===== src/rtl/pirq_steer_ctrl.sv =====
module pirq_steer_ctrl #(
  parameter int NUM_SRC = 64,
  parameter int AW      = 6,
  parameter int DW      = 32
) (
  input  logic               clk,
  input  logic               rst_n,
  input  logic [NUM_SRC-1:0] src_i,
  input  logic               bus_we,
  input  logic [AW-1:0]      bus_addr,
  input  logic [DW-1:0]      bus_wdata,
  output logic [DW-1:0]      bus_rdata,
  output logic               irq_o,
  output logic               fiq_o,
  output logic               wake_o
);
  localparam int NB = 2 * DW;
  localparam logic [AW-1:0] A_EN_LO  = AW'(8'h00);
  localparam logic [AW-1:0] A_EN_HI  = AW'(8'h04);
  localparam logic [AW-1:0] A_LV_LO  = AW'(8'h08);
  localparam logic [AW-1:0] A_LV_HI  = AW'(8'h0C);
  localparam logic [AW-1:0] A_CTRL   = AW'(8'h10);
  localparam logic [AW-1:0] A_IP_LO  = AW'(8'h14);
  localparam logic [AW-1:0] A_IP_HI  = AW'(8'h18);
  localparam logic [AW-1:0] A_FP_LO  = AW'(8'h1C);
  localparam logic [AW-1:0] A_FP_HI  = AW'(8'h20);
  localparam logic [NB-1:0] IMPL     = NB'({NUM_SRC{1'b1}});

  logic [NB-1:0] src_w, mask_q, lvl_q, irq_pend, fiq_pend;
  logic          dim_q;

  assign src_w    = NB'(src_i);
  assign irq_pend = src_w & mask_q & ~lvl_q;
  assign fiq_pend = src_w & mask_q & lvl_q;

  always_ff @(posedge clk or negedge rst_n) begin
    if (!rst_n) begin
      mask_q <= '0;
      lvl_q  <= '0;
      dim_q  <= 1'b0;
    end else if (bus_we) begin
      case (bus_addr)
        A_EN_LO: mask_q[DW-1:0]  <= bus_wdata & IMPL[DW-1:0];
        A_EN_HI: mask_q[NB-1:DW] <= bus_wdata & IMPL[NB-1:DW];
        A_LV_LO: lvl_q[DW-1:0]   <= bus_wdata & IMPL[DW-1:0];
        A_LV_HI: lvl_q[NB-1:DW]  <= bus_wdata & IMPL[NB-1:DW];
        A_CTRL:  dim_q           <= bus_wdata[0];
        default: ;
      endcase
    end
  end

  always_comb begin
    case (bus_addr)
      A_EN_LO: bus_rdata = mask_q[DW-1:0];
      A_EN_HI: bus_rdata = mask_q[NB-1:DW];
      A_LV_LO: bus_rdata = lvl_q[DW-1:0];
      A_LV_HI: bus_rdata = lvl_q[NB-1:DW];
      A_CTRL:  bus_rdata = DW'(dim_q);
      A_IP_LO: bus_rdata = irq_pend[DW-1:0];
      A_IP_HI: bus_rdata = irq_pend[NB-1:DW];
      A_FP_LO: bus_rdata = fiq_pend[DW-1:0];
      A_FP_HI: bus_rdata = fiq_pend[NB-1:DW];
      default: bus_rdata = '0;
    endcase
  end

  always_ff @(posedge clk or negedge rst_n) begin
    if (!rst_n) begin
      irq_o  <= 1'b0;
      fiq_o  <= 1'b0;
      wake_o <= 1'b0;
    end else begin
      irq_o  <= |irq_pend;
      fiq_o  <= |fiq_pend;
      wake_o <= dim_q ? |(src_w & mask_q) : |src_w;
    end
  end
endmodule


===== config.mk =====
export PLATFORM = sky130hd
export DESIGN_NAME = pirq_steer_ctrl
export DESIGN_NICKNAME = d
export VERILOG_FILES = /design/src/rtl/pirq_steer_ctrl.sv
export SDC_FILE = /design/constraint.sdc
export NUM_CORES = 1
export LEC_CHECK = 0
export BUFFER_PORTS_ARGS = -buffer_cell sky130_fd_sc_hd__buf_4
export CAP_MARGIN = 0
export CORE_UTILIZATION = 45
export CTS_CLUSTER_SIZE = 8
export DETAILED_ROUTE_END_ITERATION = 7
export PLACE_DENSITY_LB_ADDON = 0.05
export SETUP_SLACK_MARGIN = 0.05
export SLEW_MARGIN = 20
export SYNTH_ARGS = -nofsm -noshare
export SYNTH_HDL_FRONTEND = slang
export SYNTH_SLANG_ARGS = --single-unit
export TNS_END_PERCENT = 50

===== constraint.sdc =====
create_clock -name clk -period 5.65 [get_ports clk]
set_input_delay 1.13 -clock clk [delete_from_list [all_inputs] [get_ports clk]]
set_output_delay 1.13 -clock clk [all_outputs]
set_load 0.005 [all_outputs]

## Yosys cells after proc, flatten, opt, wreduce, memory -nomap -nowiden

Index checks and enable logic that the tools add are counted.
Widths: inputs -> output; s select.

| word-level totals | value |
|---|---|
| word-level logic and storage cells | 32 |
| input bits | 105 |
| bits in registers | 132 |
| output and inout bits | 35 |

| operators by class | value |
|---|---|
| equality and inequality tests | 8 |
| reduce and logical (&&, ||, !) cells | 10 |
| multiplexer cells | 2 |
| bitwise logic cells | 4 |

Operator list:

| cell | count |
|---|---|
| $pmux 32 s9 | 1 |
| $reduce_or 64->1 | 4 |
| $and 64x64->64 | 3 |
| $not 64->64 | 1 |
| $eq 6x5->1 const B | 4 |
| $eq 6x4->1 const B | 2 |
| $reduce_and 2->1 | 5 |
| $eq 6x3->1 const B | 1 |
| $eq 6x6->1 const B | 1 |
| $logic_not 6->1 | 1 |
| $mux 1 | 1 |

## Longest topological paths before layout

Gate-level depths: netlist of the first run.

| depth | value |
|---|---|
| depth after elaboration | 3 |
| gate-level depth with buffers | 7 |
| depth with buffers taken out | 5 |

## Worst setup path after synthesis of the first run

OpenSTA, ideal clock, no wires.

| path | value |
|---|---|
| path kind | input port to output port |
| from | in bus_addr[1] |
| to | out bus_rdata[14] |
| stages | 7 |
| path buffers | 2 |
| slack | 1794 ps |
| data arrival time | 2726 ps |
| required time | 4520 ps |
| cells stage by stage | or4_1 > or3b_2 > clkbuf_1 > buf_2 > mux2i_1 > nand3_1 > o2111ai_1 |

| on the way | value |
|---|---|
| word-level cells in the longest chain between the ends | 2 |
| elaborated cells on any way between the ends | 10 |
| those cells by class | eq/ne: 8; mux: 1; reduce/logical: 1 |

RTL lines:

| element | line | text |
|---|---|---|
| from (decl) | 10 | `input logic [AW-1:0] bus_addr,` |
| $eq 6x6->1, or another cell as far along | 54 | `case (bus_addr)` |
| $pmux 32 s9 * | 54 |  |
| to (decl) | 12 | `output logic [DW-1:0] bus_rdata,` |

Mark *: on every way between the ends. The rest lies on a longest branch, timed or not.

## Worst setup path in the final report of the first run

| path | value |
|---|---|
| from | in bus_addr[1] |
| to | out bus_rdata[5] |

Same word-level chain as after synthesis.

==> results_dict.tcl, run 1 <==
set metrics [dict create \
    post_drt_wl_per_cell_um 28.65 \
    crit_type "in -> out" \
    tightest_slew_ns 1.001 \
    power.density_nw_per_um2 283.5 \
    swShare 0.3229 \
    syn-num-nets 929 \
    p_int_mw 1.860 \
    final_cell_mix "buf_4, dfrtp_1, mux2_2, nand3_1, nand2_1" \
    drc 0 \
    grt-ovfl-total 0 \
    yosysTopAreaCellShare 0.4209 \
    h-tree-depth 4 \
    path_common_cell "buf_4" \
    grt.total_usage 0.3896 \
    clock-root-buffer "clkbuf_16" \
    die-area_sq_um 17970 \
    yosys_warnings 0 \
    dieHeight_um 134.1 \
    wl_mm 34.24 \
    min_to "mask_q[32]" \
    grt_pass1_vias 7909 \
    dpl.hpwl_mm 25.40 \
    yosysTopAreaCell "dfrtp_1" \
    slew_headroom 0.3327 \
    vias 8342 \
    grt_pass1_wl_mm 51.13 \
    layout-drive-gt1-share 0.3333 \
    endpoint_kind "output pin" \
    post-cts-setup-buffer-count 0 \
    io_buffer_count 139 \
    arrival_ns 3.54 \
    maxSlewViolCount 0 \
    r2r_cells 5 \
    reg2reg_to "irq_o" \
    pwr-share-clk 0.373 \
    seqPwrFrac 0.460 \
    syn_area_per_cell_sq_um 9.525 \
    crit_chain "buf_4 > or4_1 > or3b_2 > mux2_2 > o2111ai_1 > buf_4" \
    syn_area_sq_um 7849 \
    cts_tree "done" \
    route.met2.wl_mm 15.09 \
    finalCritPeriodShare 0.8266 \
    skew_ns 0.008865 \
    hold_depth 1 \
    async_reset_ff_frac 1.000 \
    cap_violations 0 \
    setup_viol 0 \
    final_nets 1067 \
    die_x_um 134.1 \
    cp_slowest_stage_delay_ns 0.89 \
    crit_fanout 32 \
    dpl.cell_count 1163 \
    finalNonFillerCells 1195 \
    cts.sinks 132 \
    grt_max_degree 54 \
    grt_antenna_before_repair 0 \
    fill_cells 1547 \
    io_pins 140 \
    worstSetupStartpointType "input pin" \
    synth_mux_area_frac 0.2033 \
    wl_met1_mm 13.63 \
    tns_ns 0 \
    clk_pin_slew_ns 0.06 \
    antenna_left 0 \
    area_growth_pct 23.45 \
    numCtsBuffers 17 \
    outcome "completed" \
    yosysSeqAreaShare 0.4209 \
    place.gp.congestion 0.9955 \
    insertion_delay_ns 0.43 \
    synth_xor_area_frac 0 \
    core_sq_um 16820 \
    ys_types 37 \
    synth_fa_ha_area_frac 0 \
    grt_setup_unrepaired "false" \
    num_rows 47 \
    detail_route.vias_per_cell 6.981 \
    multiInputGateArea_sq_um 4405 \
    rr_startpoint "mask_q[41]" \
    min-delay-start "mask_q[32]" \
    cts_resized 0 \
    crit_required_ns 4.52 \
    net-switching-power_uw 886.8 \
    regArea_sq_um 3303 \
    synth_edf_count 0 \
    synth_top_family_by_area "simple AND/OR/NAND/NOR gates" \
    cpMaxStageDelayCell "or3b_2" \
    synth-simple-area-share 0.2273 \
    synthTopCellsByArea "dfrtp_1, mux2_2, nand3_1" \
    rrSetupSlack_ns 3.27 \
    final.min_clock_period_ns 4.670 \
    comb_power_share 0.167 \
    highest_layer "met4" \
    cts_hold_buf 0 \
    hp-class "reg -> reg" \
    leakage_nw 4.263 \
    antenna_cells 0 \
    drt-pass1-iter-count 6 \
    wl_met3_mm 3.854 \
    syn-instance-count 824 \
    final_common_cell "buf_4" \
    clockBufferDepth 2 \
    ir_drop_mv 0.2170 \
    ys_seq_elements 132 \
    final_hold_viol_count 0 \
    synth_compound_area_frac 0.1293 \
    fmax_mhz 214.1 \
    start_util 0.4667 \
    synthFlopType "dfrtp_1" \
    drt_iter0_drc 1076 \
]
-- cells by family (layout without fill, tap and decap cells) --
logic type | Yosys count | after routing
compound gates | 163 | 163
buf+inv | 38 | 189
flops | 132 | 132
mux | 143 | 143
simple gates | 348 | 348
-- cell type report --
class                      instances  share of cell area
multi-input combinational        654              0.4547
sequential                       132              0.3409
timing repair buffer             155              0.1201
clock buffer                      18             0.04429
tap                              220             0.02841
clock inverter                    14             0.01085
inverter                           2           0.0007748
-- metrics by stage --
step                area (sq um)  hold slack, ns  power [mW]    util  setup slack, ns
floorplan                   7849          0.5193       1.437       -            1.794
CTS                         9689          0.5608       2.728  0.5761            1.037
detailed placement          9155          0.5470       1.717  0.5443            1.047
global placement            9155          0.5350       1.701  0.5443            1.127
finish                      9689          0.5653       2.747  0.5761           0.9796
global route                9689          0.5755       2.836  0.5761           0.9292
-- registers in the layout (all words and copies together), names as in the netlist --
signal / flops
lvl_q: 64
mask_q: 64
dim_q: 1
fiq_o: 1
irq_o: 1
wake_o: 1
-- per-layer routing --
metal,vias to the layer above,global-route usage
li1,3458,-
met1,4069,0.5422
met2,701,0.5820
met3,114,0.07407
met4,0,0.1898
met5,-,0
-- how the worst max path moves through the flow --
stage / endpoint / slack (ns) / cells past startpoint / start
floorplan: bus_rdata[14] / 1.79 / 7 / bus_addr[1]
global placement: bus_rdata[5] / 1.13 / 6 / bus_addr[1]
detailed placement: bus_rdata[5] / 1.05 / 6 / bus_addr[1]
CTS: bus_rdata[5] / 1.04 / 6 / bus_addr[1]
global route: bus_rdata[30] / 0.93 / 8 / bus_addr[1]
finish: bus_rdata[5] / 0.98 / 6 / bus_addr[1]
-- synthesized netlist by cell type (all sizes together) (2+ instances only) --
cell / instances
nor3: 11
a222oi: 5
nand4: 48
a22oi: 25
dfrtp: 132
buf: 18
o22ai: 30
a21oi: 21
nand2b: 2
o21ai: 62
a31o: 2
mux2i: 12
o211ai: 2
clkbuf: 18
and3: 2
nand3: 84
o2111ai: 14
nor3b: 28
or4b: 2
mux2: 131
nor2: 52
nand2: 84
nor4: 25
or4: 5
inv: 2
-- power by group through the flow --
stage / Clock, mW / Sequential (mW) / Combinational [mW]
2_1_floorplan: 0 / 1.20 / 0.239
3_3_place_gp: 0 / 1.26 / 0.437
3_5_place_dp: 0 / 1.27 / 0.449
4_1_cts: 1.02 / 1.25 / 0.450
5_1_grt: 1.07 / 1.28 / 0.488
6_report: 1.02 / 1.26 / 0.459
-- critical path: cells and delay by family --
kind | cells | cell delay, ns
simple gates | 2 | 1.44
mux | 1 | 0.43
buf+inv | 2 | 0.28
compound gates | 1 | 0.24
(Power assumes the default switching activity.)
==> inputs of run 2 (changes only) <==
==> constraint.sdc (replaced) <==
create_clock -name clk -period 4 [get_ports clk]
set_input_delay 0.8 -clock clk [delete_from_list [all_inputs] [get_ports clk]]
set_output_delay 0.8 -clock clk [all_outputs]
set_load 0.005 [all_outputs]
==> results_dict.tcl, run 2 (synthesized netlist as in run 1, its figures left out) <==
set metrics [dict create \
    cap_violations 0 \
    final.min_clock_period_ns 3.879 \
    core_sq_um 16820 \
    drt-pass1-iter-count 6 \
    io_pins 140 \
    path_common_cell "buf_4" \
    fmax_mhz 257.8 \
    cts_resized 0 \
    h-tree-depth 4 \
    dpl.cell_count 1170 \
    ir_drop_mv 0.3155 \
    outcome "completed" \
    finalCritPeriodShare 0.9697 \
    skew_ns 0.01100 \
    final_common_cell "buf_4" \
    final_hold_viol_count 0 \
    dieHeight_um 134.1 \
    arrival_ns 3.08 \
    rr_startpoint "mask_q[41]" \
    layout-drive-gt1-share 0.3381 \
    final_nets 1074 \
    clockBufferDepth 2 \
    insertion_delay_ns 0.43 \
    area_growth_pct 25.19 \
    num_rows 47 \
    endpoint_kind "output pin" \
    worstSetupStartpointType "input pin" \
    cts_tree "done" \
    grt_antenna_before_repair 0 \
    grt_pass1_wl_mm 50.93 \
    grt_setup_unrepaired "false" \
    startpoint "bus_addr[1]" \
    swShare 0.3109 \
    crit_required_ns 3.20 \
    start_util 0.4667 \
    crit_chain "buf_4 > or4_1 > or3b_2 > buf_4 > mux2i_1 > nand3_1 > o2111ai_1 > buf_4" \
    die-area_sq_um 17970 \
    antenna_cells 0 \
    fill_cells 1523 \
    io_buffer_count 139 \
    grt-ovfl-total 0 \
    cts.sinks 132 \
    maxSlewViolCount 0 \
    drc 0 \
    utilization 0.5842 \
    crit_type "in -> out" \
    final_cell_mix "buf_4, dfrtp_1, mux2_2, nand3_1, nand2_1" \
    grt_pass1_vias 8008 \
    post-cts-setup-buffer-count 0 \
    whs_ns 0.4859 \
    crit_fanout 21 \
    clock-root-buffer "clkbuf_16" \
    comb_power_share 0.162 \
    clk_pin_slew_ns 0.06 \
    antenna_left 0 \
    grt_max_degree 74 \
    die_x_um 134.1 \
    numCtsBuffers 17 \
    setup_viol 0 \
    detail_route.vias_per_cell 6.943 \
    wl_mm 34.17 \
    cp_slowest_stage_delay_ns 0.78 \
    power.density_nw_per_um2 410.3 \
    setup_slack_ns 0.1214 \
    hp-class "in -> async" \
    tightest_slew_ns 0.9581 \
    slew_headroom 0.3613 \
    dpl.hpwl_mm 25.51 \
    cpMaxStageDelayCell "or3b_2" \
    pwr-share-clk 0.396 \
    post_drt_wl_per_cell_um 28.43 \
    seqPwrFrac 0.443 \
    finalNonFillerCells 1202 \
    leakage_nw 4.327 \
    cts_hold_buf 0 \
    net-switching-power_mw 1.253 \
    reg_top3 "lvl_q: 64 flops, mask_q: 64 flops" \
    dpl_worst_slack_ns 0.1642 \
    p_int_mw 2.778 \
    tns_ns 0 \
    grt.total_usage 0.3890 \
    vias 8346 \
    place.gp.congestion 1.014 \
    drt_iter0_drc 1230 \
]
run 2: changes by cell type in the layout (fill, tap and decap cells not counted), sizes merged:
cell / previous run / this run
inv: 5 / 6
bufinv: 0 / 2
clkbuf: 18 / 19
clkinv: 6 / 2
buf: 155 / 162
run 2: final timing paths:
check / slack, ns / end / depth (start not counted)
worst min register to register: 0.56 / mask_q[25] / 1
max in group asynchronous: 2.63 / mask_q[0] / 2
worst max register to register: 1.53 / irq_o / 6
min in group clk: 0.56 / mask_q[25] / 1
worst min-delay path: 0.49 / lvl_q[15] / 1
worst max-delay path: 0.12 / bus_rdata[14] / 8
run 2: power groups by stage:
stage / combinational, mW / sequential [mW] / clock, mW
final: 0.653 / 1.78 / 1.59
after global routing: 0.695 / 1.80 / 1.67
after global placement: 0.626 / 1.78 / 0
after CTS: 0.642 / 1.77 / 1.61
after detailed placement: 0.639 / 1.79 / 0
after floorplan: 0.338 / 1.69 / 0
run 2: metal layers:
| metal | vias up | part of all wire | track usage | wire length (um) |
|---|---|---|---|---|
| li1 | 3483 | - | - | - |
| met1 | 4067 | 0.39 | 0.5259 | 13450 |
| met2 | 665 | 0.45 | 0.5979 | 15320 |
| met3 | 131 | 0.12 | 0.09599 | 3933 |
| met4 | 0 | 0.043 | 0.1561 | 1471 |
| met5 | - | 0 | 0 | 0 |
run 2: cell type report:
type	count	area (sq um)	share of cell area
Tap cell	220	275.3	0.02801
Clock buffer	19	442.9	0.04508
Clock inverter	13	150.1	0.01528
Sequential cell	132	3303	0.3362
Multi-Input combinational cell	654	4405	0.4484
Inverter	2	7.507	0.0007640
Timing Repair Buffer	162	1241	0.1263
run 2: worst max-delay path: cells and delay by family:
kind	cells	cell delay, ns
AOI/OAI and AO/OA	1	0.15
buffers and inverters	3	0.56
muxes	1	0.14
and+or+nand+nor	3	1.41
run 2: through the flow:
step | cell area (sq um) | power (mW)
5_1_grt | 9826 | 4.169
2_1_floorplan | 7849 | 2.029
3_5_place_dp | 9233 | 2.428
4_1_cts | 9826 | 4.017
3_3_place_gp | 9233 | 2.408
6_report | 9826 | 4.031
==> inputs of run 3 (changes only) <==
--- a/config.mk
+++ b/config.mk
@@ -7,7 +7,9 @@
 export LEC_CHECK = 0
 export BUFFER_PORTS_ARGS = -buffer_cell sky130_fd_sc_hd__buf_4
 export CAP_MARGIN = 0
-export CORE_UTILIZATION = 45
+export CELL_PAD_IN_SITES_DETAIL_PLACEMENT = 0
+export CELL_PAD_IN_SITES_GLOBAL_PLACEMENT = 1
+export CORE_UTILIZATION = 39
 export CTS_CLUSTER_SIZE = 8
 export DETAILED_ROUTE_END_ITERATION = 7
 export PLACE_DENSITY_LB_ADDON = 0.05
==> results_dict.tcl, run 3 (synthesized netlist as in run 1, its figures left out) <==
set metrics [dict create \
    antenna_cells 0 \
    cts_tree "done" \
    maxSlewViolCount 0 \
    cp_slowest_stage_delay_ns 0.62 \
    cpMaxStageDelayCell "or3b_2" \
    setup_viol 0 \
    final_cell_mix "buf_4, dfrtp_1, mux2_2, nand3_1, nand2_1" \
    io_pins 140 \
    arrival_ns 2.87 \
    wl_mm 36.14 \
    leakage_nw 4.352 \
    slew_headroom 0.5373 \
    tns_ns 0 \
    grt_antenna_before_repair 2 \
    path_common_cell "buf_4" \
    detail_route.vias_per_cell 6.490 \
    layout-drive-gt1-share 0.3371 \
    drc 0 \
    drt-pass1-iter-count 5 \
    numCtsBuffers 17 \
    outcome "completed" \
    grt.total_usage 0.3576 \
    start_util 0.4007 \
    reg_top3 "lvl_q: 64 flops, mask_q: 64 flops" \
    utilization 0.5074 \
    drt_iter0_drc 876 \
    crit_fanout 14 \
    grt_max_degree 84 \
    dpl.hpwl_mm 27.01 \
    final_nets 1073 \
    endpoint_kind "output pin" \
    h-tree-depth 4 \
    ir_drop_mv 0.2847 \
    cts.sinks 132 \
    area_growth_pct 26.65 \
    clock-root-buffer "clkbuf_16" \
    skew_ns 0.01413 \
    io_buffer_count 139 \
    die-area_sq_um 20700 \
    finalCritPeriodShare 0.9169 \
    power.density_nw_per_um2 416.6 \
    final.min_clock_period_ns 3.668 \
    crit_type "in -> out" \
    grt_pass1_vias 7751 \
    dieHeight_um 143.9 \
    core_sq_um 19590 \
    cts_hold_buf 0 \
    final_common_cell "buf_4" \
    antenna_left 0 \
    cap_violations 0 \
    vias 8074 \
    die_x_um 143.9 \
    num_rows 51 \
    post_drt_wl_per_cell_um 29.05 \
    clockBufferDepth 2 \
    hp-class "in -> async" \
    crit_chain "buf_4 > or4_1 > or3b_2 > buf_4 > mux2i_1 > nand3_1 > o2111ai_1 > buf_4" \
    post-cts-setup-buffer-count 0 \
    place.gp.congestion 0.9953 \
    grt-ovfl-total 0 \
    grt_setup_unrepaired "false" \
    clk_pin_slew_ns 0.06 \
    grt_pass1_wl_mm 51.94 \
    final_hold_viol_count 0 \
    tightest_slew_ns 0.6924 \
    insertion_delay_ns 0.44 \
    worstSetupStartpointType "input pin" \
    fmax_mhz 272.7 \
    cts_resized 0 \
    crit_required_ns 3.20 \
]
==> run 3: power breakdown <==
group | internal, mW | switching, mW | total, mW
Combinational | 0.320 | 0.335 | 0.655
Sequential | 1.51 | 0.267 | 1.78
Clock | 1.05 | 0.650 | 1.70
Total | 2.89 | 1.25 | 4.14
==> run 3: stage by stage <==
stage          instances  area (sq um)  setup slack [ns]  hold WS, ns  power (mW)
2_1_floorplan        824          7849            0.8044       0.5044       2.029
3_3_place_gp        1214          9319            0.3398       0.5354       2.418
3_5_place_dp        1214          9319            0.3420       0.5429       2.441
4_1_cts             1244          9941            0.3364       0.4071       4.135
5_1_grt             1244          9941            0.2506       0.4360       4.275
6_report            1244          9941            0.3324       0.3859       4.141
==> run 3: worst max-delay path, delay by kind of cell <==
| family | cells | cell delay, ns |
|---|---|---|
| compound gates | 1 | 0.13 |
| buf+inv | 3 | 0.53 |
| mux | 1 | 0.15 |
| simple gates | 3 | 1.24 |
==> run 3: final timing paths <==
path,startpoint,to,slack [ns],cells after the start
max reg2reg,mask_q[30],irq_o,1.49,5
min in group clk,mask_q[36],mask_q[36],0.56,1
min reg2reg,mask_q[36],mask_q[36],0.56,1
max in group asynchronous,rst_n,mask_q[20],2.70,2
max,bus_addr[1],bus_rdata[1],0.33,8
min,rst_n,lvl_q[63],0.39,1
==> run 3: cell type report <==
type / instances / area [sq um]
repair buffers: 161 / 1271
flip-flops and latches: 132 / 3303
inverters: 2 / 7.507
clock buffers: 18 / 439.2
clock inverters: 12 / 182.7
multi-input cells: 654 / 4405
well taps: 265 / 331.6
fillers: 1851 / 9649
==> run 3: metal layers <==
layer  vias to the layer above  GRT usage  routed length, um
li1                       3468          -                  -
met1                      4023     0.4693              14800
met2                       503     0.5670              16620
met3                        80    0.08564               3577
met4                         0     0.1366               1136
met5                         -          0                  0
